===== src/rtl/wl_pkg.sv =====
package wl_pkg;
    typedef enum logic [2:0] {
        ST_LOAD,
        ST_IDLE,
        ST_SCAN,
        ST_SWAP,
        ST_WR_A,
        ST_WR_B
    } wl_state_e;
endpackage


===== src/rtl/wl_map_table.sv =====
module wl_map_table #(
    parameter int N  = 16,
    parameter int SW = $clog2(N)
) (
    input  logic          clk,
    input  logic          rst_n,
    input  logic          ld_en,
    input  logic [SW-1:0] ld_idx,
    input  logic [SW-1:0] ld_data,
    input  logic          sw_en,
    input  logic [SW-1:0] sw_a,
    input  logic [SW-1:0] sw_b,
    input  logic [SW-1:0] ra_idx,
    output logic [SW-1:0] ra_data,
    input  logic [SW-1:0] rb_idx,
    output logic [SW-1:0] rb_data,
    input  logic [SW-1:0] rc_idx,
    output logic [SW-1:0] rc_data
);
    logic [SW-1:0] tab_q [N];
    logic [SW-1:0] tab_d [N];

    always_comb begin
        tab_d = tab_q;
        if (ld_en) begin
            tab_d[ld_idx] = ld_data;
        end
        if (sw_en) begin
            tab_d[sw_a] = tab_q[sw_b];
            tab_d[sw_b] = tab_q[sw_a];
        end
    end

    always_ff @(posedge clk or negedge rst_n) begin
        if (!rst_n) begin
            for (int i = 0; i < N; i++) begin
                tab_q[i] <= SW'(i);
            end
        end else begin
            tab_q <= tab_d;
        end
    end

    assign ra_data = tab_q[ra_idx];
    assign rb_data = tab_q[rb_idx];
    assign rc_data = tab_q[rc_idx];
endmodule


===== src/rtl/wl_wear_counters.sv =====
module wl_wear_counters #(
    parameter int N  = 16,
    parameter int SW = $clog2(N),
    parameter int CW = 8
) (
    input  logic          clk,
    input  logic          rst_n,
    input  logic          inc_en,
    input  logic [SW-1:0] inc_idx,
    input  logic [SW-1:0] ra_idx,
    output logic [CW-1:0] ra_cnt,
    input  logic [SW-1:0] rb_idx,
    output logic [CW-1:0] rb_cnt
);
    localparam logic [CW-1:0] CNT_MAX = {CW{1'b1}};

    logic [CW-1:0] cnt_q [N];
    logic [CW-1:0] cnt_d [N];

    always_comb begin
        cnt_d = cnt_q;
        if (inc_en && (cnt_q[inc_idx] != CNT_MAX)) begin
            cnt_d[inc_idx] = cnt_q[inc_idx] + 1'b1;
        end
    end

    always_ff @(posedge clk or negedge rst_n) begin
        if (!rst_n) begin
            for (int i = 0; i < N; i++) begin
                cnt_q[i] <= '0;
            end
        end else begin
            cnt_q <= cnt_d;
        end
    end

    assign ra_cnt = cnt_q[ra_idx];
    assign rb_cnt = cnt_q[rb_idx];
endmodule


===== src/rtl/wl_remap.sv =====
module wl_remap #(
    parameter int N  = 16,
    parameter int OW = 8,
    parameter int CW = 8,
    localparam int SW   = $clog2(N),
    localparam int LA_W = SW + OW,
    localparam int PA_W = 1 + SW + OW
) (
    input  logic            clk,
    input  logic            rst_n,
    input  logic [CW-1:0]   cfg_threshold,
    input  logic [N-1:0]    cfg_pool,
    output logic            busy,
    input  logic            tr_valid,
    output logic            tr_ready,
    input  logic [LA_W-1:0] tr_addr,
    output logic            out_valid,
    output logic [PA_W-1:0] out_addr,
    input  logic            er_valid,
    output logic            er_ready,
    input  logic [SW-1:0]   er_sector,
    output logic            md_req,
    output logic            md_we,
    output logic [SW-1:0]   md_addr,
    output logic [SW-1:0]   md_wdata,
    input  logic            md_ack,
    input  logic [SW-1:0]   md_rdata,
    output logic            swap_done
);
    import wl_pkg::*;

    localparam logic [CW-1:0] CNT_MAX  = {CW{1'b1}};
    localparam logic [SW-1:0] LAST_IDX = SW'(N - 1);

    typedef struct packed {
        wl_state_e       st;
        logic [SW-1:0]   idx;
        logic [SW-1:0]   trig;
        logic [SW-1:0]   best;
        logic [CW-1:0]   best_cnt;
        logic            found;
        logic            pend_v;
        logic [SW-1:0]   pend_sec;
        logic            done;
        logic            out_v;
        logic [PA_W-1:0] out_addr;
    } regs_t;

    regs_t r_q, r_d;

    logic          ld_en, sw_en, inc_en;
    logic [SW-1:0] ld_idx, ld_data, inc_idx;
    logic [SW-1:0] rb_idx;
    logic [SW-1:0] map_a, map_b, map_c;
    logic [CW-1:0] cnt_a, cnt_b;
    logic [CW-1:0] cnt_next;
    logic          over;
    logic          elig, better;

    wl_map_table #(.N(N), .SW(SW)) u_table (
        .clk     (clk),
        .rst_n   (rst_n),
        .ld_en   (ld_en),
        .ld_idx  (ld_idx),
        .ld_data (ld_data),
        .sw_en   (sw_en),
        .sw_a    (r_q.trig),
        .sw_b    (r_q.best),
        .ra_idx  (tr_addr[LA_W-1:OW]),
        .ra_data (map_a),
        .rb_idx  (rb_idx),
        .rb_data (map_b),
        .rc_idx  (r_q.idx),
        .rc_data (map_c)
    );

    wl_wear_counters #(.N(N), .SW(SW), .CW(CW)) u_cnt (
        .clk     (clk),
        .rst_n   (rst_n),
        .inc_en  (inc_en),
        .inc_idx (inc_idx),
        .ra_idx  (map_b),
        .ra_cnt  (cnt_a),
        .rb_idx  (map_c),
        .rb_cnt  (cnt_b)
    );

    // Table read port b follows whichever logical sector the state works on.
    always_comb begin
        case (r_q.st)
            ST_IDLE: rb_idx = r_q.pend_sec;
            ST_WR_B: rb_idx = r_q.best;
            default: rb_idx = r_q.trig;
        endcase
    end

    // Post-increment count of the erased sector, held at the ceiling.
    assign cnt_next = (cnt_a == CNT_MAX) ? cnt_a : cnt_a + 1'b1;
    assign over     = cnt_next > cfg_threshold;
    assign elig     = cfg_pool[r_q.idx] && (r_q.idx != r_q.trig);
    assign better   = !r_q.found || (cnt_b < r_q.best_cnt);

    always_comb begin
        r_d       = r_q;
        r_d.done  = 1'b0;
        r_d.out_v = 1'b0;

        ld_en    = 1'b0;
        ld_idx   = r_q.idx;
        ld_data  = md_rdata;
        sw_en    = 1'b0;
        inc_en   = 1'b0;
        inc_idx  = map_b;
        md_req   = 1'b0;
        md_we    = 1'b0;
        md_addr  = r_q.idx;
        md_wdata = map_b;

        tr_ready = (r_q.st != ST_LOAD);
        er_ready = !r_q.pend_v;

        if (tr_valid && tr_ready) begin
            r_d.out_v    = 1'b1;
            r_d.out_addr = {1'b0, map_a, tr_addr[OW-1:0]};
        end

        case (r_q.st)
            ST_LOAD: begin
                md_req = 1'b1;
                if (md_ack) begin
                    ld_en = 1'b1;
                    if (r_q.idx == LAST_IDX) begin
                        r_d.st  = ST_IDLE;
                        r_d.idx = '0;
                    end else begin
                        r_d.idx = r_q.idx + 1'b1;
                    end
                end
            end
            ST_IDLE: begin
                if (r_q.pend_v) begin
                    r_d.pend_v = 1'b0;
                    inc_en     = 1'b1;
                    if (over && cfg_pool[r_q.pend_sec]) begin
                        r_d.st    = ST_SCAN;
                        r_d.trig  = r_q.pend_sec;
                        r_d.idx   = '0;
                        r_d.found = 1'b0;
                    end
                end
            end
            ST_SCAN: begin
                if (elig && better) begin
                    r_d.best     = r_q.idx;
                    r_d.best_cnt = cnt_b;
                    r_d.found    = 1'b1;
                end
                if (r_q.idx == LAST_IDX) begin
                    r_d.idx = '0;
                    r_d.st  = r_d.found ? ST_SWAP : ST_IDLE;
                end else begin
                    r_d.idx = r_q.idx + 1'b1;
                end
            end
            ST_SWAP: begin
                sw_en  = 1'b1;
                r_d.st = ST_WR_A;
            end
            ST_WR_A: begin
                md_req  = 1'b1;
                md_we   = 1'b1;
                md_addr = r_q.trig;
                if (md_ack) begin
                    r_d.st = ST_WR_B;
                end
            end
            ST_WR_B: begin
                md_req  = 1'b1;
                md_we   = 1'b1;
                md_addr = r_q.best;
                if (md_ack) begin
                    r_d.st   = ST_IDLE;
                    r_d.done = 1'b1;
                end
            end
            default: r_d.st = ST_IDLE;
        endcase

        if (er_valid && er_ready) begin
            r_d.pend_v   = 1'b1;
            r_d.pend_sec = er_sector;
        end
    end

    always_ff @(posedge clk or negedge rst_n) begin
        if (!rst_n) begin
            r_q    <= '0;
            r_q.st <= ST_LOAD;
        end else begin
            r_q <= r_d;
        end
    end

    assign busy      = (r_q.st == ST_LOAD);
    assign out_valid = r_q.out_v;
    assign out_addr  = r_q.out_addr;
    assign swap_done = r_q.done;
endmodule


===== config.mk =====
export PLATFORM = sky130hd
export DESIGN_NAME = wl_remap
export DESIGN_NICKNAME = d
export VERILOG_FILES = /design/src/rtl/wl_pkg.sv /design/src/rtl/wl_map_table.sv /design/src/rtl/wl_wear_counters.sv /design/src/rtl/wl_remap.sv
export SDC_FILE = /design/constraint.sdc
export NUM_CORES = 1
export LEC_CHECK = 0
export BUFFER_PORTS_ARGS = -buffer_cell sky130_fd_sc_hd__buf_4
export CORE_MARGIN = 2
export CORE_UTILIZATION = 40
export DETAILED_ROUTE_END_ITERATION = 10
export PLACE_DENSITY_LB_ADDON = 0.2
export RECOVER_POWER = 25
export SLEW_MARGIN = 20
export SYNTH_ARGS = -nofsm -noshare
export SYNTH_HDL_FRONTEND = slang
export SYNTH_SLANG_ARGS = --single-unit

===== constraint.sdc =====
create_clock -name clk -period 8.56 [get_ports clk]
set_input_delay 1.284 -clock clk [delete_from_list [all_inputs] [get_ports clk]]
set_output_delay 1.284 -clock clk [all_outputs]
set_load 0.01 [all_outputs]

---- Yosys cells after proc, flatten, opt, wreduce, memory -nomap -nowiden ----
Cells that the tools add are included.
storage, ports and cells
  register bits ........................... 235
  bits of input ports ..................... 49
operators by class
  bitwise logic cells ..................... 7
  multiplexer cells ....................... 69
  eq/ne operators ......................... 17
  add/sub/neg operators ................... 2
  reduce and logical (&&, ||, !) cells .... 25
  $lt $le $gt $ge ......................... 15
operators with widths
  kind                                                        number
  bitwise mux 64 bit                                          3
  bitwise mux 128 bit                                         1
  two-way mux 64 bit                                          2
  binary-select mux 4 bit (select 4 bit)                      5
  binary-select mux 8 bit (select 4 bit)                      2
  two-way mux 4 bit                                           14
  demux 4 bit (select 4 bit)                                  3
  two-way mux 8 bit                                           6
  >= comparator 5 bit, second input constant                  7
  inverter 4 -> 5 bit                                         7
  demux 8 bit (select 4 bit)                                  1
  two-way mux 13 bit                                          2
  two-way mux 11 bit                                          2
  less-than comparator 5 x 1 -> 1 bit, second input constant  4
  one-hot mux 3 bit (6 select lines)                          1
  one-hot mux 4 bit (2 select lines)                          2
  two-way mux 14 bit                                          1
  two-way mux 1 bit                                           12
  two-way mux 3 bit                                           4
  != test 2 bit, second input constant                        6
  one-hot mux 4 bit (3 select lines)                          1
  logical AND 1 bit                                           10
  less-than comparator 4 x 5 -> 1 bit, second input constant  2
  adder 8 x 1 -> 8 bit, second input constant                 1
  27 further kinds                                            36

---- Depth between registers and ports, before layout ----
  depth in word-level cells ............... 18
  mapped depth ............................ 35
  mapped depth without buffers ............ 29

---- By module ----
Synthesis repeated with hierarchy kept, for this count alone.
second synthesis, totals
  cells, all modules ...................... 1408
  area total of the unflattened synthesis .. 18268.8 um^2
modules (own cells, without submodules)
  module            sequential area each (um^2)  times used  area an instance (um^2)  cells each
  wl_wear_counters  3203.1                       1           8471.9                   487
  wl_map_table      1641.6                       1           6861.6                   621
  wl_remap          1076.0                       1           2935.3                   300

---- Worst setup path before layout ----
OpenSTA, ideal clock, no wires.
  path kind ............................... register to register
  start point ............................. reg r_q[42] (netlist name)
  end point ............................... reg r_q, in the netlist ld_idx[0]
  cell stages (with the launch flop) ...... 34
  setup time .............................. 143 ps
  clock period less this slack ............ 6141 ps
  buffers on the path ..................... 6
  setup slack ............................. 2419 ps
  data required time ...................... 8417 ps
  data arrival time ....................... 5998 ps
  path through ............................ dfrtp_1 > and2b_1 > buf_6 > mux2i_4 > buf_6 > mux2i_1 > o22ai_1 > or3_1 > clkbuf_2 > nand2_1 > inv_1 > buf_2 > buf_2 > o211a_1 > o211ai_1 > nand4_1 > inv_1 > ha_1 > inv_1 > nor2_1 > nand3b_1 > xor2_1 > clkbuf_1 > nand2b_1 > ha_1 > a21o_1 > a21oi_1 > o21ai_0 > o211a_1 > and3_1 > o21ai_0 > nor2_1 > nand2_1 > o21ai_0
between the ends
  word-level cells in the longest chain between the ends .. 16
ends and longest elaborated chain
  item                                                     line                    text
  start: declaration                                       wl_remap.sv:49          regs_t r_q, r_d;
  start signal: assignment                                 wl_remap.sv:200         r_q <= r_d;
  == test 3 bit or == test 3 x 1 -> 1 bit (tied branches)  wl_remap.sv:90          case (r_q.st)
  one-hot mux 4 bit (2 select lines) *                     wl_remap.sv:90
  inverter 4 -> 5 bit (implied by the code) *              wl_map_table.sv:45      assign rb_data = tab_q[rb_idx];
  binary-select mux 4 bit (select 4 bit) *                 wl_map_table.sv:45
  two-way mux 4 bit (implied by the code) * (2 in a row)   wl_map_table.sv:45
  named net md_wdata[0]                                    wl_remap.sv:25          output logic [SW-1:0] md_wdata,
  inverter 4 -> 5 bit (implied by the code) *              wl_wear_counters.sv:37  assign ra_cnt = cnt_q[ra_idx];
  binary-select mux 8 bit (select 4 bit) *                 wl_wear_counters.sv:37
  two-way mux 8 bit (implied by the code) * (2 in a row)   wl_wear_counters.sv:37
  adder 8 x 1 -> 8 bit or == test 8 bit (tied branches)    wl_remap.sv:98          assign cnt_next = (cnt_a == CNT_MAX) ? cnt_a : cnt_a + 1'b1;
  two-way mux 8 bit *                                      wl_remap.sv:98
  greater-than comparator 8 bit *                          wl_remap.sv:99          assign over = cnt_next > cfg_threshold;
  logical AND 1 bit *                                      wl_remap.sv:144         if (over && cfg_pool[r_q.pend_sec]) begin
  != test 2 bit (no source line) *                         -
  AND reduction 4 bit (no source line) *                   -
Mark *: on every way through the listed nets, which the timed path passes. The rest lies on a longest branch. The select of a mux whose other input is x is not followed.
A chain may end at the register's enable or synchronous reset.

---- Worst setup path after layout ----
  start point ............................. reg r_q[41] (netlist name)
  end point ............................... reg r_q, in the netlist ld_idx[0]
between the ends
  word-level cells in the longest chain between the ends .. 16
ends and longest elaborated chain
  item                                                     line
  == test 3 bit or == test 3 x 1 -> 1 bit (tied branches)  wl_remap.sv:90, wl_remap.sv:127
  one-hot mux 4 bit (2 select lines)                       wl_remap.sv:90
  inverter 4 -> 5 bit (implied by the code)                wl_map_table.sv:45
  binary-select mux 4 bit (select 4 bit)                   wl_map_table.sv:45
  two-way mux 4 bit (implied by the code) (2 in a row)     wl_map_table.sv:45
  inverter 4 -> 5 bit (implied by the code)                wl_wear_counters.sv:37
  binary-select mux 8 bit (select 4 bit)                   wl_wear_counters.sv:37
  two-way mux 8 bit (implied by the code) (2 in a row)     wl_wear_counters.sv:37
  adder 8 x 1 -> 8 bit or == test 8 bit (tied branches)    wl_remap.sv:98
  two-way mux 8 bit                                        wl_remap.sv:98
  greater-than comparator 8 bit                            wl_remap.sv:99
  logical AND 1 bit                                        wl_remap.sv:144
  != test 2 bit (no source line)                           -
  AND reduction 4 bit (no source line)                     -
Parallel ways exist; a longest one is shown, timed or not. The select of a mux whose other input is x is not followed.

==> results list <==
- Drt via density: 6.49
- The floorplan has 75 rows.
* Max Cap Viol: 3
* Crit path arrival time: 8.35 ns
- Cells with a size suffix above 1 make up 31.6% of the layout.
* Die X-Extent: 210 µm
- The highest metal layer carrying signal wires in the routed design is met5.
- Cell type of the slowest stage on the worst timing path: sky130_fd_sc_hd__dfrtp_1
- Counting every instance in the synthesized netlist gives 1511.
- Antenna-violating nets left: 0
- STA classifies the critical path endpoint as a flop.
* Most repeated library cell on the critical path: sky130_fd_sc_hd__o21ai_0
* Number of levels the H-tree was split into: 1
- After layout, the worst setup slack is 0.634 ns.
- Counting instances in the post-synthesis netlist gives the leading cell types as 203 x sky130_fd_sc_hd__dfrtp_1, 194 x sky130_fd_sc_hd__nand2_1, 122 x sky130_fd_sc_hd__mux4_2, 115 x sky130_fd_sc_hd__mux2i_1, 88 x sky130_fd_sc_hd__mux2_2.
* Overall fraction of global-route tracks in use: 24.7%
* Largest area contributor in the netlist: sky130_fd_sc_hd__dfrtp_1
* Worst slew margin relative to its limit: -209%
* Wire length the detailed router placed on met1: 23200 µm
- For this run, the detailed router's first-pass iteration total came to 6.
- Setup violations remaining at the end of the flow were counted as 0.
- At the end of routability-driven placement, the weighted congestion stood at 0.921.
- In this run the worst path has a maximum fanout of 25.
- The filler cells instantiated in the layout total 3866.
- Number of hold-slack violations in the final timing report: 0
* Critical Path Source Type: flop
- Period utilization: 92.6%
- Worst-margin pin slew: 4.64 ns
- Count of flip-flops with a built-in enable after synthesis: 0
- Starting DRC count in detailed routing: 1504
- Maximum number of pins on one net before global-route repair: 154
- Among cell families on the critical path, the largest total delay comes from compound AO/OA/AOI/OAI gates.
- Clock-pin slew was measured on the worst setup and hold paths at 0.06 ns.
- Detailed placement ended at an HPWL of 37200 µm.
- Routed wire length: 54700 µm
* Number of sinks driven by the clock tree: 235
- Count of yosys warnings during synthesis: 0
- TritonCTS built the clock tree.
- The synthesized design contains 235 register bits.
* Post-synth net total: 1580
- Start point of the critical path: r_q[41]$_DFFE_PN0P_
* DRC: 0
* Simple-gate portion of the synthesized area: 12.3%
* Post-Synth XOR/XNOR Area: 0.610%
* Initial Utilization: 40.6%
- Cell with the most instances after synthesis: sky130_fd_sc_hd__dfrtp_1
* Diode count: 0
- Post-CTS repair changed the size of 0 cells.
- The worst path needs 7.93 ns of the cycle, external delays included.
* Run status: finished, violations left
* Total area of multi-input combinational cells: 10200 µm²
- The core region is 41900 µm².
- In the final routed layout, each cell accounts on average for 26.6 µm.
- Clock Tree Root: sky130_fd_sc_hd__clkbuf_16
- Number of I/O pins: 77
- OpenSTA, run right after detailed placement, puts the worst setup slack at 0.811 ns.
- Grt ovf: 0
* Total Neg Setup Slack: 0 ns
* Max Root-Sink Buffers: 3
- Among all flip-flop cells after synthesis, the most frequent one is sky130_fd_sc_hd__dfrtp_1.
* Area of the mapped netlist: 17000 µm²
* Most area-consuming cells after synthesis: sky130_fd_sc_hd__dfrtp_1 30%, sky130_fd_sc_hd__mux4_2 16%, sky130_fd_sc_hd__mux2i_1 6.8%, sky130_fd_sc_hd__mux2_4 6.1%, sky130_fd_sc_hd__mux2_2 5.8%
* Violations in the final reports: max-capacitance violations, max-slew violations
* Hold buffer count at CTS: 0
- In this run the mean area of a mapped cell was 11.3 µm².
- The startpoint identified for the worst register-to-register timing path is r_q[41]$_DFFE_PN0P_.
- After detailed routing, the met2 layer carries 23800 µm of wire.
- Final Skew: 0.0272 ns
- Sequential element share of the synthesized area: 34.8%
- Hold WC Path Type: flop to flop
* Net count reported at finish: 1566
- Slowest cell delay on critical path: 0.65 ns
- Final count of pins violating max slew: 320
* Number of antenna violations at the first check in global routing: 0
- Multiplexer fraction of the synthesized cell area: 35.5%
- In this run the post-CTS setup repair buffer count came out at 0.
- Data on the critical path is required at its endpoint by 8.98 ns.
- Buf+Inv Stages, Crit Path: 4
- Number of different library cells in the post-synthesis netlist: 73
- The area growth from synthesis to layout is 9.88%.
- Die Y: 210 µm
- Dominant combinational cell family by area after synthesis: multiplexers
- The via count of the first global-routing pass came to 13.2k.
- Proportion of synthesized flip-flops having asynchronous set or reset: 100%
- Die footprint: 44200 µm²
- Insertion delay to the later sink of the worst-skew pair: 0.56 ns
- The startpoint identified for the worst hold timing path is out_addr[7]$_DFFE_PN0P_.
* Maximum clock rate: 0.126 GHz
- Cts bufs inserted: 29
- Summing the areas of all compound-gate instances in the mapped netlist gives 10.1% of the synthesized area.
- The first global-routing pass estimated 83400 µm of wire.
- RSZ-0062 raised after global routing: false
- The share of synthesized area in the top cell type comes to 29.8%.
* Crit Path Class: flop to flop
- In the final layout, flip-flops and latches occupy 5920 µm².
* Post-synthesis share of cell area spent on full adders, half adders and majority gates: 1.47%
* Met3 WL post-DR: 5980 µm
- Detailed routing inserted a total of 13.3k vias.
* Quantity of I/O buffers inserted on ports: 75
## metrics by stage
step	util [%]	instances	hold slack (ns)	area, µm²
4_1_cts	44.7	2058	0.481	18700
2_1_floorplan	-	1511	0.447	17000
3_5_place_dp	42.3	2005	0.468	17700
5_1_grt	44.6	2058	0.517	18700
6_report	44.6	2058	0.479	18700
3_3_place_gp	42.3	2005	0.461	17700
## cell type report
| type | count | area share (%) |
|---|---|---|
| flip-flops and latches | 235 | 31.6 |
| inverters | 35 | 0.715 |
| repair buffers | 102 | 4.05 |
| well taps | 539 | 3.60 |
| clock inverters | 12 | 0.923 |
| multi-input cells | 1094 | 54.6 |
| clock buffers | 41 | 4.49 |
## cells by family after synthesis
kind of cell	count (synthesis)
buf+inv	182
xor+xnor	11
flops	235
other cells	1
mux	403
simple gates	412
compound gates	247
fa+ha+maj	20
## worst register-to-register path: cells and delay by family (launching register included)
kind,cells,cell delay (ns)
DFF,1,0.65
buffers and inverters,4,0.80
and+or+nand+nor,9,2.13
adders and majority gates,2,0.44
muxes,2,1.10
AOI/OAI and AO/OA,11,2.68
## layout by cell type, fill, tap and decap left out, drive strengths merged, types with 12 or more instances in the layout
master and n:
a22oi 20, a21oi 18, nor2b 12, dfrtp 203, and3 17, nand2b 14
clkbuf 45, o21ai 42, o22ai 70, nand2 195, dfstp 32, mux2i 116
mux4 122, mux2 165, nand3 84, nor2 34, a32oi 53, ha 20
buf 98, nand4 17, inv 35
## final timing paths
check / endpoint / slack (ns) / depth (start not counted)
setup reg to reg: ld_idx[0]$_DFFE_PN0P_ / 0.63 / 28
min in group asynchronous: u_table.tab_q[35]$_DFF_PN0_ / 2.37 / 1
hold / removal: out_addr[7]$_DFFE_PN0P_ / 0.48 / 2
hold reg to reg: out_addr[7]$_DFFE_PN0P_ / 0.48 / 2
setup / recovery: ld_idx[0]$_DFFE_PN0P_ / 0.63 / 28
max in group asynchronous: u_cnt.cnt_q[6]$_DFFE_PN0P_ / 2.00 / 2
## sequential cells by signal, indices dropped and copies added, names as in the netlist
signal	flops
out_valid	1
ld_idx	4
u_table.tab_q	64
swap_done	1
u_cnt.cnt_q	128
r_q	25
out_addr	12
## layer usage
metal,up-vias,global-route usage [%]
met4,2,7.95
li1,5760,-
met2,746,36.5
met5,-,1.45
met1,6737,35.1
met3,104,6.72
Power is not shown: default switching activity piles up to over one toggle a cycle in this logic, so the estimate is an artifact.
